**config.mk**
```make
export PLATFORM = sky130hd
export DESIGN_NAME = vic_top
export DESIGN_NICKNAME = d
export VERILOG_FILES = /design/src/rtl/vic_pkg.sv /design/src/rtl/vic_ctrl.sv /design/src/rtl/vic_arbiter.sv /design/src/rtl/vic_prio_stack.sv /design/src/rtl/vic_datapath.sv /design/src/rtl/vic_top.sv
export SDC_FILE = /design/constraint.sdc
export NUM_CORES = 2
export LEC_CHECK = 0
export BUFFER_PORTS_ARGS = -buffer_cell sky130_fd_sc_hd__buf_4
export CAP_MARGIN = 20
export CORE_MARGIN = 2
export CORE_UTILIZATION = 58
export CTS_BUF_LIST = sky130_fd_sc_hd__clkbuf_8
export DETAILED_ROUTE_END_ITERATION = 10
export PLACE_DENSITY = 0.72
export SYNTH_ARGS = -nofsm -noshare
export SYNTH_HDL_FRONTEND = slang
export SYNTH_HIERARCHICAL = 1
export SYNTH_SLANG_ARGS = --single-unit
export TNS_END_PERCENT = 5
```
**constraint.sdc**
```tcl
create_clock -name clk -period 149.5 [get_ports clk]
set_clock_uncertainty 0.15 [all_clocks]
set_input_delay 29.9 -clock clk [delete_from_list [all_inputs] [get_ports clk]]
set_output_delay 29.9 -clock clk [all_outputs]
set_load 0.005 [all_outputs]
```
**src/rtl/vic_pkg.sv**
```systemverilog
package vic_pkg;

  // trigger encodings: bit0 = edge sensitive, bit1 = active low / falling
  typedef enum logic [1:0] {
    TRIG_HIGH = 2'd0,
    TRIG_RISE = 2'd1,
    TRIG_LOW  = 2'd2,
    TRIG_FALL = 2'd3
  } trig_e;

  typedef enum logic [2:0] {
    SEL_NONE,
    SEL_MODE,
    SEL_VEC,
    SEL_FETCH,
    SEL_SPUR,
    SEL_MASK,
    SEL_DEBUG
  } rdSel_e;

  localparam logic [7:0] ADR_FETCH = 8'h80;
  localparam logic [7:0] ADR_SPUR  = 8'h81;
  localparam logic [7:0] ADR_ENA   = 8'h82;
  localparam logic [7:0] ADR_DIS   = 8'h83;
  localparam logic [7:0] ADR_CLR   = 8'h84;
  localparam logic [7:0] ADR_MASK  = 8'h85;
  localparam logic [7:0] ADR_EOI   = 8'h86;
  localparam logic [7:0] ADR_DBG   = 8'h87;

  // strobes from decode to datapath
  typedef struct packed {
    logic       wrMode;
    logic       wrVec;
    logic       wrSpur;
    logic       wrEna;
    logic       wrDis;
    logic       wrClr;
    logic       wrEoi;
    logic       wrDbg;
    logic       fetch;
    logic [5:0] idx;
    rdSel_e     rdSel;
  } ctrl_t;

endpackage

```
**src/rtl/vic_ctrl.sv**
```systemverilog
module vic_ctrl
  import vic_pkg::*;
#(
  parameter int NUM_SRC = 32
) (
  input  logic       busWrEn,
  input  logic       busRdEn,
  input  logic [7:0] busAddr,
  output ctrl_t      strobes
);

  localparam logic [6:0] SRC_LIM = 7'(NUM_SRC);

  logic inRange;
  logic inMode;
  logic inVec;
  logic doRd;

  assign inRange = ({1'b0, busAddr[5:0]} < SRC_LIM);
  assign inMode  = (busAddr[7:6] == 2'b00) && inRange;
  assign inVec   = (busAddr[7:6] == 2'b01) && inRange;
  assign doRd    = busRdEn && !busWrEn;

  always_comb begin
    strobes       = '0;
    strobes.idx   = busAddr[5:0];
    strobes.rdSel = SEL_NONE;
    if (busWrEn) begin
      strobes.wrMode = inMode;
      strobes.wrVec  = inVec;
      strobes.wrSpur = (busAddr == ADR_SPUR);
      strobes.wrEna  = (busAddr == ADR_ENA);
      strobes.wrDis  = (busAddr == ADR_DIS);
      strobes.wrClr  = (busAddr == ADR_CLR);
      strobes.wrEoi  = (busAddr == ADR_EOI);
      strobes.wrDbg  = (busAddr == ADR_DBG);
    end else if (doRd) begin
      if (inMode)                     strobes.rdSel = SEL_MODE;
      else if (inVec)                 strobes.rdSel = SEL_VEC;
      else if (busAddr == ADR_FETCH) begin
        strobes.rdSel = SEL_FETCH;
        strobes.fetch = 1'b1;
      end
      else if (busAddr == ADR_SPUR)   strobes.rdSel = SEL_SPUR;
      else if (busAddr == ADR_MASK)   strobes.rdSel = SEL_MASK;
      else if (busAddr == ADR_DBG)    strobes.rdSel = SEL_DEBUG;
    end
  end

endmodule

```
**src/rtl/vic_arbiter.sv**
```systemverilog
module vic_arbiter #(
  parameter int NUM_SRC = 32,
  parameter int PRIO_W  = 3,
  localparam int SRC_W  = $clog2(NUM_SRC)
) (
  input  logic [NUM_SRC-1:0]             cand,
  input  logic [NUM_SRC-1:0][PRIO_W-1:0] prioIn,
  output logic                           winValid,
  output logic [SRC_W-1:0]               winIdx
);

  logic [PRIO_W-1:0] bestPrio;

  // strict compare keeps the lowest index on ties
  always_comb begin
    winValid = 1'b0;
    winIdx   = '0;
    bestPrio = '0;
    for (int i = 0; i < NUM_SRC; i++) begin
      if (cand[i] && (!winValid || prioIn[i] > bestPrio)) begin
        winValid = 1'b1;
        winIdx   = SRC_W'(i);
        bestPrio = prioIn[i];
      end
    end
  end

endmodule

```
**src/rtl/vic_prio_stack.sv**
```systemverilog
module vic_prio_stack #(
  parameter int DEPTH  = 8,
  parameter int PRIO_W = 3,
  localparam int LVL_W = $clog2(DEPTH + 1),
  localparam int PTR_W = $clog2(DEPTH)
) (
  input  logic              clk,
  input  logic              rstN,
  input  logic              push,
  input  logic              pop,
  input  logic [PRIO_W-1:0] pushPrio,
  output logic [LVL_W-1:0]  level,
  output logic [PRIO_W-1:0] topPrio,
  output logic              empty
);

  localparam logic [LVL_W-1:0] FULL_LVL = LVL_W'(DEPTH);

  logic [PRIO_W-1:0] slots [DEPTH];
  logic [LVL_W-1:0]  count;
  logic              full;
  logic              doPush;
  logic              doPop;
  logic [LVL_W-1:0]  topPos;

  assign full   = (count == FULL_LVL);
  assign empty  = (count == '0);
  assign doPush = push && !full;
  assign doPop  = pop && !empty;
  assign topPos = count - 1'b1;

  always_ff @(posedge clk or negedge rstN) begin
    if (!rstN)       count <= '0;
    else if (doPush) count <= count + 1'b1;
    else if (doPop)  count <= count - 1'b1;
  end

  always_ff @(posedge clk) begin
    if (doPush) slots[count[PTR_W-1:0]] <= pushPrio;
  end

  assign topPrio = empty ? '0 : slots[topPos[PTR_W-1:0]];
  assign level   = count;

endmodule

```
**src/rtl/vic_datapath.sv**
```systemverilog
module vic_datapath
  import vic_pkg::*;
#(
  parameter int                 NUM_SRC     = 32,
  parameter int                 PRIO_W      = 3,
  parameter int                 STACK_DEPTH = 8,
  parameter int                 DATA_W      = 32,
  parameter logic [NUM_SRC-1:0] EXT_MASK    = 'hE000_0000,
  parameter int                 FAST_SRC    = 0,
  localparam int                SRC_W       = $clog2(NUM_SRC),
  localparam int                LVL_W       = $clog2(STACK_DEPTH + 1)
) (
  input  logic               clk,
  input  logic               rstN,
  input  ctrl_t              strobes,
  input  logic [DATA_W-1:0]  busWdata,
  input  logic [NUM_SRC-1:0] srcIn,
  output logic [DATA_W-1:0]  busRdata,
  output logic               irqOut,
  output logic [NUM_SRC-1:0] enMask,
  output logic [LVL_W-1:0]   stackLevel
);

  logic [NUM_SRC-1:0]             enable;
  logic [NUM_SRC-1:0]             prevIn;
  logic [NUM_SRC-1:0]             pending;
  logic [NUM_SRC-1:0]             above;
  logic [NUM_SRC-1:0]             cand;
  logic [NUM_SRC-1:0][PRIO_W-1:0] prioArr;
  logic [NUM_SRC-1:0][1:0]        typeArr;
  logic [NUM_SRC-1:0][DATA_W-1:0] vecArr;
  logic [DATA_W-1:0]              spurVec;
  logic [1:0]                     dbgReg;
  logic                           winValid;
  logic [SRC_W-1:0]               winIdx;
  logic                           fetchWin;
  logic [PRIO_W-1:0]              topPrio;
  logic                           stackEmpty;

  assign fetchWin = strobes.fetch && winValid;

  // enable set/clear commands
  always_ff @(posedge clk or negedge rstN) begin
    if (!rstN)              enable <= '0;
    else if (strobes.wrEna) enable <= enable | busWdata[NUM_SRC-1:0];
    else if (strobes.wrDis) enable <= enable & ~busWdata[NUM_SRC-1:0];
  end

  always_ff @(posedge clk or negedge rstN) begin
    if (!rstN) prevIn <= '0;
    else       prevIn <= srcIn;
  end

  always_ff @(posedge clk or negedge rstN) begin
    if (!rstN) begin
      spurVec <= '0;
      dbgReg  <= '0;
    end else begin
      if (strobes.wrSpur) spurVec <= busWdata;
      if (strobes.wrDbg)  dbgReg  <= busWdata[1:0];
    end
  end

  for (genvar i = 0; i < NUM_SRC; i++) begin : gSrc
    localparam bit LOW_OK = EXT_MASK[i] || (i == FAST_SRC);

    logic [PRIO_W-1:0] modePrio;
    logic [1:0]        modeType;
    logic [DATA_W-1:0] vecVal;
    logic              latch;
    logic              selHere;
    logic              typeOk;
    logic              edgeHit;
    logic              levelOn;

    assign selHere = (strobes.idx == 6'(i));
    assign typeOk  = LOW_OK || !busWdata[5];

    always_ff @(posedge clk or negedge rstN) begin
      if (!rstN) begin
        modePrio <= '0;
        modeType <= TRIG_HIGH;
      end else if (strobes.wrMode && selHere) begin
        modePrio <= busWdata[PRIO_W-1:0];
        if (typeOk) modeType <= busWdata[5:4];
      end
    end

    always_ff @(posedge clk or negedge rstN) begin
      if (!rstN)                         vecVal <= '0;
      else if (strobes.wrVec && selHere) vecVal <= busWdata;
    end

    assign edgeHit = modeType[1] ? (prevIn[i] && !srcIn[i]) : (srcIn[i] && !prevIn[i]);
    assign levelOn = modeType[1] ? !srcIn[i] : srcIn[i];

    // a fresh edge wins over a clear in the same cycle
    always_ff @(posedge clk or negedge rstN) begin
      if (!rstN)
        latch <= 1'b0;
      else if (modeType[0] && edgeHit)
        latch <= 1'b1;
      else if ((strobes.wrClr && busWdata[i]) || (fetchWin && winIdx == SRC_W'(i)))
        latch <= 1'b0;
    end

    assign pending[i] = modeType[0] ? latch : levelOn;
    assign above[i]   = stackEmpty || (modePrio > topPrio);
    assign prioArr[i] = modePrio;
    assign typeArr[i] = modeType;
    assign vecArr[i]  = vecVal;
  end

  assign cand = pending & enable & above;

  vic_arbiter #(
    .NUM_SRC (NUM_SRC),
    .PRIO_W  (PRIO_W)
  ) uArb (
    .cand     (cand),
    .prioIn   (prioArr),
    .winValid (winValid),
    .winIdx   (winIdx)
  );

  vic_prio_stack #(
    .DEPTH  (STACK_DEPTH),
    .PRIO_W (PRIO_W)
  ) uStack (
    .clk      (clk),
    .rstN     (rstN),
    .push     (fetchWin),
    .pop      (strobes.wrEoi),
    .pushPrio (prioArr[winIdx]),
    .level    (stackLevel),
    .topPrio  (topPrio),
    .empty    (stackEmpty)
  );

  always_comb begin
    busRdata = '0;
    unique case (strobes.rdSel)
      SEL_MODE: begin
        busRdata[PRIO_W-1:0] = prioArr[strobes.idx[SRC_W-1:0]];
        busRdata[5:4]        = typeArr[strobes.idx[SRC_W-1:0]];
      end
      SEL_VEC:   busRdata = vecArr[strobes.idx[SRC_W-1:0]];
      SEL_FETCH: busRdata = winValid ? vecArr[winIdx] : spurVec;
      SEL_SPUR:  busRdata = spurVec;
      SEL_MASK:  busRdata[NUM_SRC-1:0] = enable;
      SEL_DEBUG: busRdata[1:0] = dbgReg;
      default:   busRdata = '0;
    endcase
  end

  assign irqOut = winValid;
  assign enMask = enable;

endmodule

```
**src/rtl/vic_top.sv**
```systemverilog
module vic_top
  import vic_pkg::*;
#(
  parameter int                 NUM_SRC     = 32,
  parameter int                 PRIO_W      = 3,
  parameter int                 STACK_DEPTH = 8,
  parameter int                 DATA_W      = 32,
  parameter logic [NUM_SRC-1:0] EXT_MASK    = 'hE000_0000,
  parameter int                 FAST_SRC    = 0
) (
  input  logic               clk,
  input  logic               rstN,
  input  logic               busWrEn,
  input  logic               busRdEn,
  input  logic [7:0]         busAddr,
  input  logic [DATA_W-1:0]  busWdata,
  output logic [DATA_W-1:0]  busRdata,
  input  logic [NUM_SRC-1:0] srcIn,
  output logic               irqOut
);

  localparam int LVL_W = $clog2(STACK_DEPTH + 1);

  ctrl_t              strobes;
  logic [NUM_SRC-1:0] enMask;
  logic [LVL_W-1:0]   stackLevel;

  vic_ctrl #(
    .NUM_SRC (NUM_SRC)
  ) uCtrl (
    .busWrEn (busWrEn),
    .busRdEn (busRdEn),
    .busAddr (busAddr),
    .strobes (strobes)
  );

  vic_datapath #(
    .NUM_SRC     (NUM_SRC),
    .PRIO_W      (PRIO_W),
    .STACK_DEPTH (STACK_DEPTH),
    .DATA_W      (DATA_W),
    .EXT_MASK    (EXT_MASK),
    .FAST_SRC    (FAST_SRC)
  ) uDp (
    .clk        (clk),
    .rstN       (rstN),
    .strobes    (strobes),
    .busWdata   (busWdata),
    .srcIn      (srcIn),
    .busRdata   (busRdata),
    .irqOut     (irqOut),
    .enMask     (enMask),
    .stackLevel (stackLevel)
  );

endmodule

```
==> flow_summary.toml <==
[global_route]
grt_max_degree = 174
grt.total_usage_pct = 38.5
antenna_found_initial = 10
grt_pass1_wl_mm = 380
first_global_vias = 55300
grt-ovfl-total = 0

[logic_synthesis]
ys_seq_area_share_pct = 43.2
synth_edf_count = 24
synth-async-reset-ratio_pct = 98.2
syn_area_um2 = 76300
syn_nets = 6089
ys.flop_type = "dfrtp_1"
syn_avg_cell_area_um2 = 13.1
ys_warn_count = 6
ys_types = 108
synth_seq_cells = 1314
synthCells = 5846

[worst_hold_path]
min_path_cells = 1
whs_endpoint = "uDp/gSrc[25].latch"
hp-class = "reg2reg"
worstHoldStart = "uDp/prevIn[25]"

[power]
ir_drop_v = 0.0000152
power_uw = 893
power_density_nw_per_um2 = 10.8
p_leak_nw = 38.3

[drt]
first_pass_iters = 7
viasPerCell = 7.22
final_antenna_net_count = 0
drcViolationCount = 0
wirelength_mm = 261
wl_per_cell_um = 33.9
dr.first_iter.drc_count = 6826
vias = 55600

[run]
maxCapViolCount = 0

[worst_setup_path]
required_ps = 119450
slowest_stage = "buf_4"
cp-end-kind = "primary output"
r2r_cells = 257
r2r_start = "uDp/uStack/level[0]"
r2r_slack_ps = 90270
worstSetupPathType = "in2out"
cp.arrival_ps = 87430
slowest_delay_ps = 830
start_kind = "primary input"
rr_endpoint = "uDp/uStack/slots[0][1]"
critPathMaxFanout = 111

[final_layout]
regArea_um2 = 33000
final_nets = 6013
multi_input_area_um2 = 40800
layout_commonest_cell = "dfrtp_1"
layout_common_cells = "1290 x dfrtp_1, 1287 x mux2_2, 467 x mux4_2"
layout.filler_cells = 10000
areaGrowthSynthToFinish_pct = 8.33
drive_above_1_share_pct = 40.2

[clocking]
cts_sinks = 1314
cts_buffers = 208
cts_max_level = 4
root_buffer = "clkbuf_8"
post_cts_resized = 0
cts_setup_buffers = 0
clock_path_buffers = 3
clk_pin_slew_worst_paths_ps = 60
clock_latency_ps = 960
cts_hold_buf = 0
cts_tree = "done"

[run_status]
outcome = "complete, no violations"

[floorplan]
die_area_um2 = 135000
dieHeight_um = 367
row_count = 133
coreArea_um2 = 131000
ios = 109
initial_core_util_pct = 58.2
die_w_um = 367

[placement]
port_buffers = 108
gp_congestion = 0.955
dp_hpwl_mm = 157

[sta]
fin_setup_tns_ps = 0
rsz0062_at_grt = "false"
finalHoldViolations = 0
max_freq_ghz = 0.00851
slew_headroom_pct = 17.3
tightest_slew_ps = 1230
whs_ps = 277
min_period_ps = 117480
drv_slew = 0
finalSetupViolations = 0
period_share_pct = 78.6
## power by group
group	switching, mW	leakage, nW	internal, mW
combinational	0.131	17.8	0.0765
sequential	0.00947	18.0	0.368
clock	0.148	2.47	0.161
total	0.289	38.3	0.605
## synth_stat cells, types with 29 or more instances
cell	count	area share (%)
clkbuf_1	252	1.2
a211o_1	48	0.55
o211ai_1	71	0.70
buf_1	67	0.33
o211a_1	34	0.45
a21o_1	43	0.42
ha_1	167	2.7
nor2b_1	32	0.26
a31oi_1	59	0.48
buf_2	157	1.0
mux4_2	467	14
a22oi_1	29	0.29
mux2i_1	289	3.8
o22ai_1	51	0.42
a22o_1	59	0.68
buf_4	39	0.38
dfrtp_1	1290	42
nor2_1	136	0.67
nand3_1	72	0.47
o221ai_1	64	0.73
mux2_2	1287	19
inv_1	153	0.75
a21oi_1	120	0.79
nand2_1	269	1.3
o21ai_0	121	0.79
## kinds of logic (layout without fill, tap and decap cells)
logic type               Yosys count  after routing  share of synthesized area [%]
multiplexers                    2051           2051                           36.7
flip-flops                      1314           1314                           43.2
AO/OA/AOI/OAI                    939            939                           9.11
AND/OR/NAND/NOR                  688            688                           4.30
buffers and inverters            675            766                           3.80
adder cells (fa/ha/maj)          173            173                           2.82
XOR/XNOR                           6              6                         0.0688
other                              0              8                              0
## final cells by class
cell class              instances  share of cell area (%)
multi-input cells            3857                    49.3
flip-flops and latches       1314                    39.9
clock buffers                 266                    4.43
well taps                    1755                    2.66
repair buffers                232                    2.35
inverters                     157                   0.714
clock inverters               111                   0.629
diodes                          8                  0.0242
## sequential cells by signal, summed over array words and instances (netlist names), named ones only
name               flops
uDp/gSrc.modePrio     96
uDp/gSrc.vecVal     1024
uDp/dbgReg             2
uDp/gSrc.modeType     36
uDp/prevIn            32
uDp/spurVec           32
uDp/uStack/level       4
uDp/gSrc.latch        32
uDp/uStack/slots      24
## worst max path at each step
stage | startpoint | endpoint | slack, ps | depth (start not counted)
2_1_floorplan | srcIn[0] | busRdata[22] | 43410 | 253
5_1_grt | srcIn[0] | busRdata[8] | 27260 | 253
3_5_place_dp | srcIn[0] | busRdata[8] | 32910 | 253
4_1_cts | srcIn[0] | busRdata[8] | 32700 | 253
3_3_place_gp | srcIn[0] | busRdata[8] | 33740 | 253
6_report | srcIn[0] | busRdata[8] | 32020 | 253
## routing by layer
| metal | wire (µm) | vias up | GRT usage, % |
|---|---|---|---|
| met5 | 46 | - | 0 |
| met4 | 18500 | 8 | 23.8 |
| met3 | 28500 | 916 | 9.80 |
| met2 | 115000 | 3430 | 57.0 |
| met1 | 99000 | 28900 | 51.3 |
| li1 | - | 22400 | - |
## worst max-delay path, delay by kind of cell
| family | cells | cell delay, ps |
|---|---|---|
| fa+ha+maj | 35 | 10450 |
| simple gates | 58 | 10220 |
| mux | 9 | 2970 |
| compound gates | 133 | 29010 |
| xor+xnor | 1 | 110 |
| buf+inv | 17 | 4340 |
## per-stage QoR
step | util [%] | instances | instance area, µm² | setup WS, ps
2_1_floorplan | - | 5846 | 76300 | 43410
6_report | 63.1 | 7700 | 82700 | 32020
3_3_place_gp | 59.8 | 7313 | 78400 | 33740
5_1_grt | 63.1 | 7697 | 82700 | 27260
3_5_place_dp | 59.8 | 7313 | 78400 | 32910
4_1_cts | 63.0 | 7690 | 82600 | 32700
(Power assumes the default switching activity.)
